$ cat config.mk
export PLATFORM = sky130hd
export DESIGN_NAME = audio_div_bank
export DESIGN_NICKNAME = d
export VERILOG_FILES = /design/src/rtl/audio_div_pkg.sv /design/src/rtl/audio_div_prescale.sv /design/src/rtl/audio_div_cell.sv /design/src/rtl/audio_div_bank.sv
export SDC_FILE = /design/constraint.sdc
export NUM_CORES = 1
export LEC_CHECK = 0
export BUFFER_PORTS_ARGS = -buffer_cell sky130_fd_sc_hd__buf_2
export CORE_MARGIN = 2
export CORE_UTILIZATION = 25
export CTS_CLUSTER_DIAMETER = 50
export CTS_CLUSTER_SIZE = 28
export DETAILED_ROUTE_END_ITERATION = 7
export GPL_ROUTABILITY_DRIVEN = 0
export SETUP_SLACK_MARGIN = 0.05
export SLEW_MARGIN = 20
export SYNTH_ARGS = -nofsm -noshare
export SYNTH_HDL_FRONTEND = slang
export SYNTH_HIERARCHICAL = 1
export SYNTH_SLANG_ARGS = --single-unit
$ cat constraint.sdc
create_clock -name clk_i -period 3.74 [get_ports clk_i]
set_input_delay 0.561 -clock clk_i [delete_from_list [all_inputs] [get_ports clk_i]]
set_output_delay 0.561 -clock clk_i [all_outputs]
set_load 0.01 [all_outputs]
$ cat src/rtl/audio_div_pkg.sv
package audio_div_pkg;
  localparam int CTRL_W    = 8;
  localparam int BIT_SLOW  = 0;
  localparam int BIT_CHAIN = 4; // pair 0 uses 4, pair 1 uses 3
  localparam int BIT_FAST  = 6; // pair 0 uses 6, pair 1 uses 5

  function automatic int fast_bit(input int ch);
    return BIT_FAST - (ch / 2);
  endfunction

  function automatic int chain_bit(input int ch);
    return BIT_CHAIN - (ch / 2);
  endfunction
endpackage

$ cat src/rtl/audio_div_prescale.sv
module audio_div_prescale #(
  parameter int FAST_DIV = 28,
  parameter int SLOW_DIV = 114
) (
  input  logic clk_i,
  input  logic rst_ni,
  input  logic sys_tick_i,
  output logic fast_tick_o,
  output logic slow_tick_o
);
  localparam int FW = $clog2(FAST_DIV);
  localparam int SW = $clog2(SLOW_DIV);
  localparam logic [FW-1:0] FAST_LAST = FW'(FAST_DIV - 1);
  localparam logic [SW-1:0] SLOW_LAST = SW'(SLOW_DIV - 1);

  logic [FW-1:0] fast_cnt_q;
  logic [SW-1:0] slow_cnt_q;

  assign fast_tick_o = sys_tick_i && (fast_cnt_q == FAST_LAST);
  assign slow_tick_o = sys_tick_i && (slow_cnt_q == SLOW_LAST);

  always_ff @(posedge clk_i or negedge rst_ni) begin
    if (!rst_ni) begin
      fast_cnt_q <= '0;
      slow_cnt_q <= '0;
    end else if (sys_tick_i) begin
      fast_cnt_q <= fast_tick_o ? '0 : fast_cnt_q + 1'b1;
      slow_cnt_q <= slow_tick_o ? '0 : slow_cnt_q + 1'b1;
    end
  end
endmodule

$ cat src/rtl/audio_div_cell.sv
module audio_div_cell #(
  parameter int DW = 8
) (
  input  logic          clk_i,
  input  logic          rst_ni,
  input  logic          tick_i,
  input  logic          we_i,
  input  logic [DW-1:0] wdata_i,
  output logic          pulse_o
);
  logic [DW-1:0] period_q;
  logic [DW-1:0] cnt_q;

  assign pulse_o = tick_i && (cnt_q == '0);

  always_ff @(posedge clk_i or negedge rst_ni) begin
    if (!rst_ni) period_q <= '0;
    else if (we_i) period_q <= wdata_i;
  end

  // reload uses the value held before any same-edge write
  always_ff @(posedge clk_i or negedge rst_ni) begin
    if (!rst_ni) cnt_q <= '0;
    else if (tick_i) cnt_q <= (cnt_q == '0) ? period_q : cnt_q - 1'b1;
  end
endmodule

$ cat src/rtl/audio_div_bank.sv
module audio_div_bank
  import audio_div_pkg::*;
#(
  parameter int N_CH     = 4,
  parameter int DW       = 8,
  parameter int FAST_DIV = 28,
  parameter int SLOW_DIV = 114
) (
  input  logic              clk_i,
  input  logic              rst_ni,
  input  logic              sys_tick_i,
  input  logic [N_CH-1:0]   per_we_i,
  input  logic [DW-1:0]     per_wdata_i,
  input  logic [CTRL_W-1:0] ctrl_i,
  output logic [N_CH-1:0]   div_pulse_o
);
  logic fast_tick, slow_tick, base_tick;
  logic [N_CH-1:0] src_tick;
  logic [N_CH-1:0] raw_pulse;
  logic [N_CH-1:0] chained;

  audio_div_prescale #(.FAST_DIV(FAST_DIV), .SLOW_DIV(SLOW_DIV)) u_pre (
    .clk_i(clk_i), .rst_ni(rst_ni), .sys_tick_i(sys_tick_i),
    .fast_tick_o(fast_tick), .slow_tick_o(slow_tick)
  );

  assign base_tick = ctrl_i[BIT_SLOW] ? slow_tick : fast_tick;

  for (genvar ch = 0; ch < N_CH; ch++) begin : g_ch
    if (ch % 2 == 0) begin : g_lo
      assign chained[ch]  = 1'b0;
      assign src_tick[ch] = ctrl_i[fast_bit(ch)] ? sys_tick_i : base_tick;
      if (ch + 1 < N_CH) begin : g_has_hi
        assign div_pulse_o[ch] = raw_pulse[ch] && !ctrl_i[chain_bit(ch + 1)];
      end else begin : g_no_hi
        assign div_pulse_o[ch] = raw_pulse[ch];
      end
    end else begin : g_hi
      assign chained[ch]     = ctrl_i[chain_bit(ch)];
      assign src_tick[ch]    = chained[ch] ? raw_pulse[ch-1] : base_tick;
      assign div_pulse_o[ch] = raw_pulse[ch];
    end

    audio_div_cell #(.DW(DW)) u_cell (
      .clk_i(clk_i), .rst_ni(rst_ni), .tick_i(src_tick[ch]),
      .we_i(per_we_i[ch]), .wdata_i(per_wdata_i),
      .pulse_o(raw_pulse[ch])
    );
  end
endmodule

==> summary.md, run 1 <==
| Metric | Value |
|---|---|
| Pre-CTS setup slack | 455 ps |
| Post-CTS Hold Buffers | 0 |
| Worst path arrival time | 2870 ps |
| Area of the multi-input gates | 1990 sq um |
| Cell area after layout | 4690 sq um |
| Worst-Margin Slew | 866 ps |
| Routed vias/inst | 4.90 |
| Routed length on met2 | 4100 um |
| Root Driver | clkbuf_16 |
| Worst-case clock buffer depth | 2 |
| H-tree levels | 3 |
| Slew margin rel. | 0.422 |
| Reg2reg start | u_pre/slow_cnt_q[1] |
| Hpwl dp | 6500 um |
| Ys Warns | 6 |
| Layout fillers | 1605 |
| CTS tree | yes |
| Core area | 15800 sq um |
| Most common cell after layout, fill and taps aside | dfrtp_1 |
| Die width | 131 um |
| Clock slew at reported path FFs | 60 ps |
| Number of clock sinks | 76 |
| Post-route DRC | 0 |
| Total wire length | 9100 um |
| CP Data Required Time | 3180 ps |
| CTS buffer count | 9 |
| Most frequent cells in the layout | dfrtp_1 (76), mux2_2 (36), nand2_1 (25) |
| Final min period | 3430 ps |
| Post-DRT Antenna Nets | 0 |
| Largest net degree at the start of global routing | 77 |
| Die Y-Extent | 131 um |
| PwrDens | 683 nW/um^2 |
| Initial antenna violation count | 0 |
| Reg2reg end | g_ch[3].u_cell/cnt_q[7] |
| Cell area after synthesis | 4030 sq um |
| Setup slack, reg-to-reg | 660 ps |
| Critical path endpoint category | output port |
| RSZ-0062 raised after global routing | no |
| Leakage power | 1.91 nW |
| Post-synthesis average cell area | 11.0 sq um |
| Max-cap check violation count | 0 |
| DRT Pass-1 Iters | 4 |
| FP Rows | 46 |
| Vias in the first global route | 2989 |
| First-pass GRT wire length | 15300 um |
| Slew Viols, Final | 0 |
| CP Cell Sequence | inv_1, ha_1, nand4bb_4, nor3_4, mux2_4, mux2_2, inv_1, nor3_4, mux2_2, inv_1, nor3_4, buf_2 |
| # IOs | 27 |
| Drt initial violations | 191 |
| Initial core utilization | 0.254 |
| Register area share after synthesis | 0.472 |
| Fin Setup TNS | 0 ps |
| Input/output buffers | 23 |
| M1 WL | 4550 um |
| Clock latency at the later pin of the worst-skew pair | 330 ps |
| DR WL met3 | 387 um |
| CP peak stage delay | 410 ps |
| Count of cell types in the netlist | 42 |
| Die area | 17100 sq um |
| Total gr overflow | 0 |
| Number of cells upsized or downsized after cts | 0 |
| Setup crit start kind | flop |
| Synth Instances | 365 |
| Max Freq | 0.292 GHz |
| Hold_ws | 122 ps |
| # setup viols final | 0 |
| Worst-path fanout max | 6 |
| Fin cells | 609 |
| Setup Skew | 5.16 ps |
| Fin crit share | 0.916 |
| Final Hold Viols | 0 |
| Reg2reg path depth | 12 |
| Layout cells sized above 1 | 0.265 |
| Final WS setup | 312 ps |
| Top Layer Used | met4 |
| Ant. Diodes | 0 |
| Post-synthesis net count | 399 |
| Placed Instances | 592 |
| Max VDD drop | 255 uV |
| Synthesis-to-finish area growth | 16.4% |
| Register bit total from synthesis | 76 |
| Crit path kind | flop to output port |
| Postcts setup bufs | 0 |
| Slowest-stage cell, CP | dfrtp_1 |
| DR WL/cell | 14.9 um |
| Outcome | complete, no violations |
| Register area | 1900 sq um |
| Vias | 2986 |
| HP Class | primary input to async pin |
| Cell Area, Placed | 4370 sq um |
| Total GRT Usage | 0.115 |
| Fin nets | 422 |
## layout make-up
cell class,count,share of cell area
Clock inverter,3,0.00427
Clock buffer,13,0.0577
Timing Repair Buffer,28,0.0374
Inverter,16,0.0128
Sequential cell,76,0.406
Multi-Input combinational cell,257,0.424
Tap cell,216,0.0577
## through the flow
step,total power [mW],util
global route,3.44,0.296
detailed placement,2.36,0.276
CTS,3.22,0.294
global placement,2.32,0.276
floorplan,2.11,-
finish,3.20,0.296
## per-layer routing
metal / up-vias / GRT usage
met5: - / 0
met3: 4 / 0.0366
met1: 1497 / 0.160
met4: 0 / 0.0219
li1: 1430 / -
met2: 55 / 0.176
## synthesized netlist by cell type, drive strengths merged
cell type  count  area, sq um
nand2b         5         31.3
mux2i          4         40.0
a21o           4         30.0
or4            4         30.0
nor4b          4         35.0
mux2          37          420
nand2         25         93.8
dfrtp         76         1900
nor2b          6         37.5
o22ai          2         12.5
ha            11          138
o41ai          4         35.0
or3b          13          114
xnor2          1         8.76
buf            8         45.0
and3           1         6.26
a41oi          1         8.76
xor2           2         17.5
clkbuf         8         30.0
nor4           4         50.1
nor3b          8         60.1
o2111ai        4         35.0
nor2          14         52.6
o31ai          8         60.1
o211ai         9         67.6
nand4         15         93.8
inv           16         60.1
nand4bb        1         27.5
nor3          10          111
a31oi          9         56.3
nand3         16         85.1
a21boi         1         7.51
a221o          4         40.0
o311ai         9         78.8
o21ai         21          105
## worst max-delay path by stage
stage,cells past startpoint,slack [ps],end,startpoint
final,12,310,div_pulse_o[3],u_pre/slow_cnt_q[1]
after floorplan,11,1020,div_pulse_o[1],sys_tick_i
after global placement,11,520,div_pulse_o[1],sys_tick_i
after detailed placement,11,450,div_pulse_o[1],sys_tick_i
after global routing,12,80,div_pulse_o[1],u_pre/slow_cnt_q[1]
after CTS,12,270,div_pulse_o[1],u_pre/slow_cnt_q[1]
## critical path, delay by kind of cell, from the launching register on
family | cells | cell delay [ps]
buffers and inverters | 4 | 440
adders and majority gates | 1 | 200
DFF | 1 | 410
and+or+nand+nor | 4 | 830
muxes | 3 | 670
## registers in the layout, summed over array words and instances (netlist names)
signal / cells
g_ch.u_cell/period_q: 32
u_pre/slow_cnt_q: 7
g_ch.u_cell/cnt_q: 32
u_pre/fast_cnt_q: 5
## report_power, final
| group | internal, mW | switching [mW] |
|---|---|---|
| Combinational | 0.419 | 0.605 |
| Sequential | 1.06 | 0.284 |
| Clock | 0.503 | 0.332 |
| Total | 1.98 | 1.22 |
## cells by family (layout without fill, tap and decap cells)
group,count (synthesis),count (layout),synth area share
simple gates,126,126,0.206
compound gates,76,76,0.133
flops,76,76,0.472
mux,41,41,0.114
buf+inv,32,60,0.0336
fa+ha+maj,11,11,0.0342
xor+xnor,3,3,0.00653
(Power assumes the default switching activity.)
==> run 2: changes to the inputs <==
--- a/config.mk
+++ b/config.mk
@@ -7,7 +7,8 @@
 export LEC_CHECK = 0
 export BUFFER_PORTS_ARGS = -buffer_cell sky130_fd_sc_hd__buf_2
 export CORE_MARGIN = 2
-export CORE_UTILIZATION = 25
+export CORE_UTILIZATION = 45
+export CTS_BUF_LIST = sky130_fd_sc_hd__clkbuf_16
 export CTS_CLUSTER_DIAMETER = 50
 export CTS_CLUSTER_SIZE = 28
 export DETAILED_ROUTE_END_ITERATION = 7
==> run 2 against run 1 <==
Effect of this change: die area is 43% lower; fmax is 0.29% higher; wire length is 9.4% lower; non-clock buffer count is 1 higher; via count is 1.8% lower; critical path type unchanged; highest routed layer unchanged.
==> summary.md, run 2 (synthesized netlist as in run 1, its figures left out) <==
| Metric | Value |
|---|---|
| Number of clock sinks | 76 |
| Total Power | 3.21 mW |
| Layout fillers | 804 |
| Ant. Diodes | 0 |
| Fin Setup TNS | 0 ps |
| Setup crit start kind | flop |
| Outcome | complete, no violations |
| Worst-case clock buffer depth | 2 |
| Final Util | 0.525 |
| Max Freq | 0.293 GHz |
| Setup slack, reg-to-reg | 540 ps |
| Synthesis-to-finish area growth | 13.1% |
| Layout cells sized above 1 | 0.264 |
| Most frequent cells in the layout | dfrtp_1 (76), mux2_2 (33), nand2_1 (25) |
| Total wire length | 8240 um |
| Top Layer Used | met4 |
| Clock latency at the later pin of the worst-skew pair | 320 ps |
| # setup viols final | 0 |
| Largest net degree at the start of global routing | 77 |
| Most common cell after layout, fill and taps aside | dfrtp_1 |
| Reg2reg end | g_ch[1].u_cell/cnt_q[5] |
| CP peak stage delay | 410 ps |
| Post-route DRC | 0 |
| Routed length on met2 | 3620 um |
| M1 WL | 4200 um |
| Vias in the first global route | 2899 |
| Worst-path fanout max | 13 |
| Total gr overflow | 0 |
| Largest regs | g_ch.u_cell/cnt_q (32), g_ch.u_cell/period_q (32), u_pre/slow_cnt_q (7) |
| First-pass GRT wire length | 14200 um |
| Critical path endpoint category | output port |
| Slew Viols, Final | 0 |
| # IOs | 27 |
| DR WL/cell | 16.4 um |
| Final WS setup | 322 ps |
| Post-DRT Antenna Nets | 0 |
| Worst path arrival time | 2860 ps |
| Setup Skew | 3.75 ps |
| Die Y-Extent | 98.6 um |
| Slew margin rel. | 0.366 |
| Routed vias/inst | 5.84 |
| HP Class | primary input to async pin |
| Reg2reg start | u_pre/slow_cnt_q[1] |
| H-tree levels | 3 |
| Pre-CTS setup slack | 335 ps |
| Leakage power | 1.92 nW |
| PwrDens | 704 nW/um^2 |
| Hpwl dp | 5830 um |
| DR WL met3 | 332 um |
| Reg2reg path depth | 13 |
| Fin nets | 423 |
| Worst-Margin Slew | 951 ps |
| Max-cap check violation count | 0 |
| Input/output buffers | 23 |
| Final min period | 3420 ps |
| DRT Pass-1 Iters | 4 |
| Cell area after layout | 4550 sq um |
| Root Driver | clkbuf_16 |
| Die width | 98.6 um |
| CP Cell Sequence | inv_1, ha_1, nand4bb_4, nor3_4, mux2_4, mux2_4, inv_1, nor3_4, mux2_4, inv_1, nor3_4, buf_2 |
| Final Hold Viols | 0 |
| Max VDD drop | 279 uV |
| Clock slew at reported path FFs | 60 ps |
| Initial antenna violation count | 0 |
| Crit path kind | flop to output port |
| RSZ-0062 raised after global routing | yes |
| Initial core utilization | 0.464 |
| CP Data Required Time | 3180 ps |
| FP Rows | 34 |
| Cell Area, Placed | 4220 sq um |
| Total GRT Usage | 0.183 |
| CTS tree | yes |
| Fin crit share | 0.914 |
| Slowest-stage cell, CP | dfrtp_1 |
| Core area | 8680 sq um |
| CTS buffer count | 9 |
| Vias | 2933 |
| Die area | 9720 sq um |
| Drt initial violations | 102 |
==> run 2: repair_timing <==
item                                   in CTS  in global routing
setup buffers                               0                  4
setup endpoints to repair                   1                  2
endpoints found under the hold margin       0                  0
hold buffers                                0                  0
resized for setup                           1                  2
==> run 2: final cells by class <==
| class | instances | area (sq um) | area share |
|---|---|---|---|
| flip-flops and latches | 76 | 1900 | 0.418 |
| inverters | 16 | 60.1 | 0.0132 |
| repair buffers | 29 | 163 | 0.0357 |
| well taps | 108 | 135 | 0.0297 |
| multi-input cells | 257 | 2000 | 0.440 |
| clock inverters | 7 | 66.3 | 0.0146 |
| clock buffers | 9 | 225 | 0.0495 |
==> run 2: per-stage QoR <==
step,instances,hold slack [ps]
6_report,502,370
5_1_grt,502,477
4_1_cts,498,426
3_5_place_dp,482,490
3_3_place_gp,482,491
2_1_floorplan,365,265
==> run 2: worst max-delay path by stage <==
stage	startpoint	to
floorplan	sys_tick_i	div_pulse_o[1]
global placement	sys_tick_i	div_pulse_o[1]
detailed placement	sys_tick_i	div_pulse_o[1]
CTS	u_pre/slow_cnt_q[1]	div_pulse_o[3]
global route	u_pre/slow_cnt_q[1]	div_pulse_o[1]
finish	u_pre/slow_cnt_q[1]	div_pulse_o[1]
==> run 2: power by group <==
| group | leakage (nW) | switching [mW] | internal [mW] |
|---|---|---|---|
| clock network | 0.137 | 0.338 | 0.513 |
| logic | 0.856 | 0.594 | 0.416 |
| registers | 0.922 | 0.284 | 1.06 |
| total | 1.92 | 1.22 | 1.99 |
==> run 2: critical path, delay by kind of cell, from the launching register on <==
family	cells	cell delay (ps)
buffers and inverters	4	450
flip-flops	1	410
AND/OR/NAND/NOR	4	790
adder cells (fa/ha/maj)	1	190
multiplexers	3	710
==> run 2: routing by layer <==
metal,global-route usage,up-vias
met4,0.0506,0
li1,-,1428
met3,0.0390,8
met1,0.268,1445
met2,0.277,52
met5,0,-
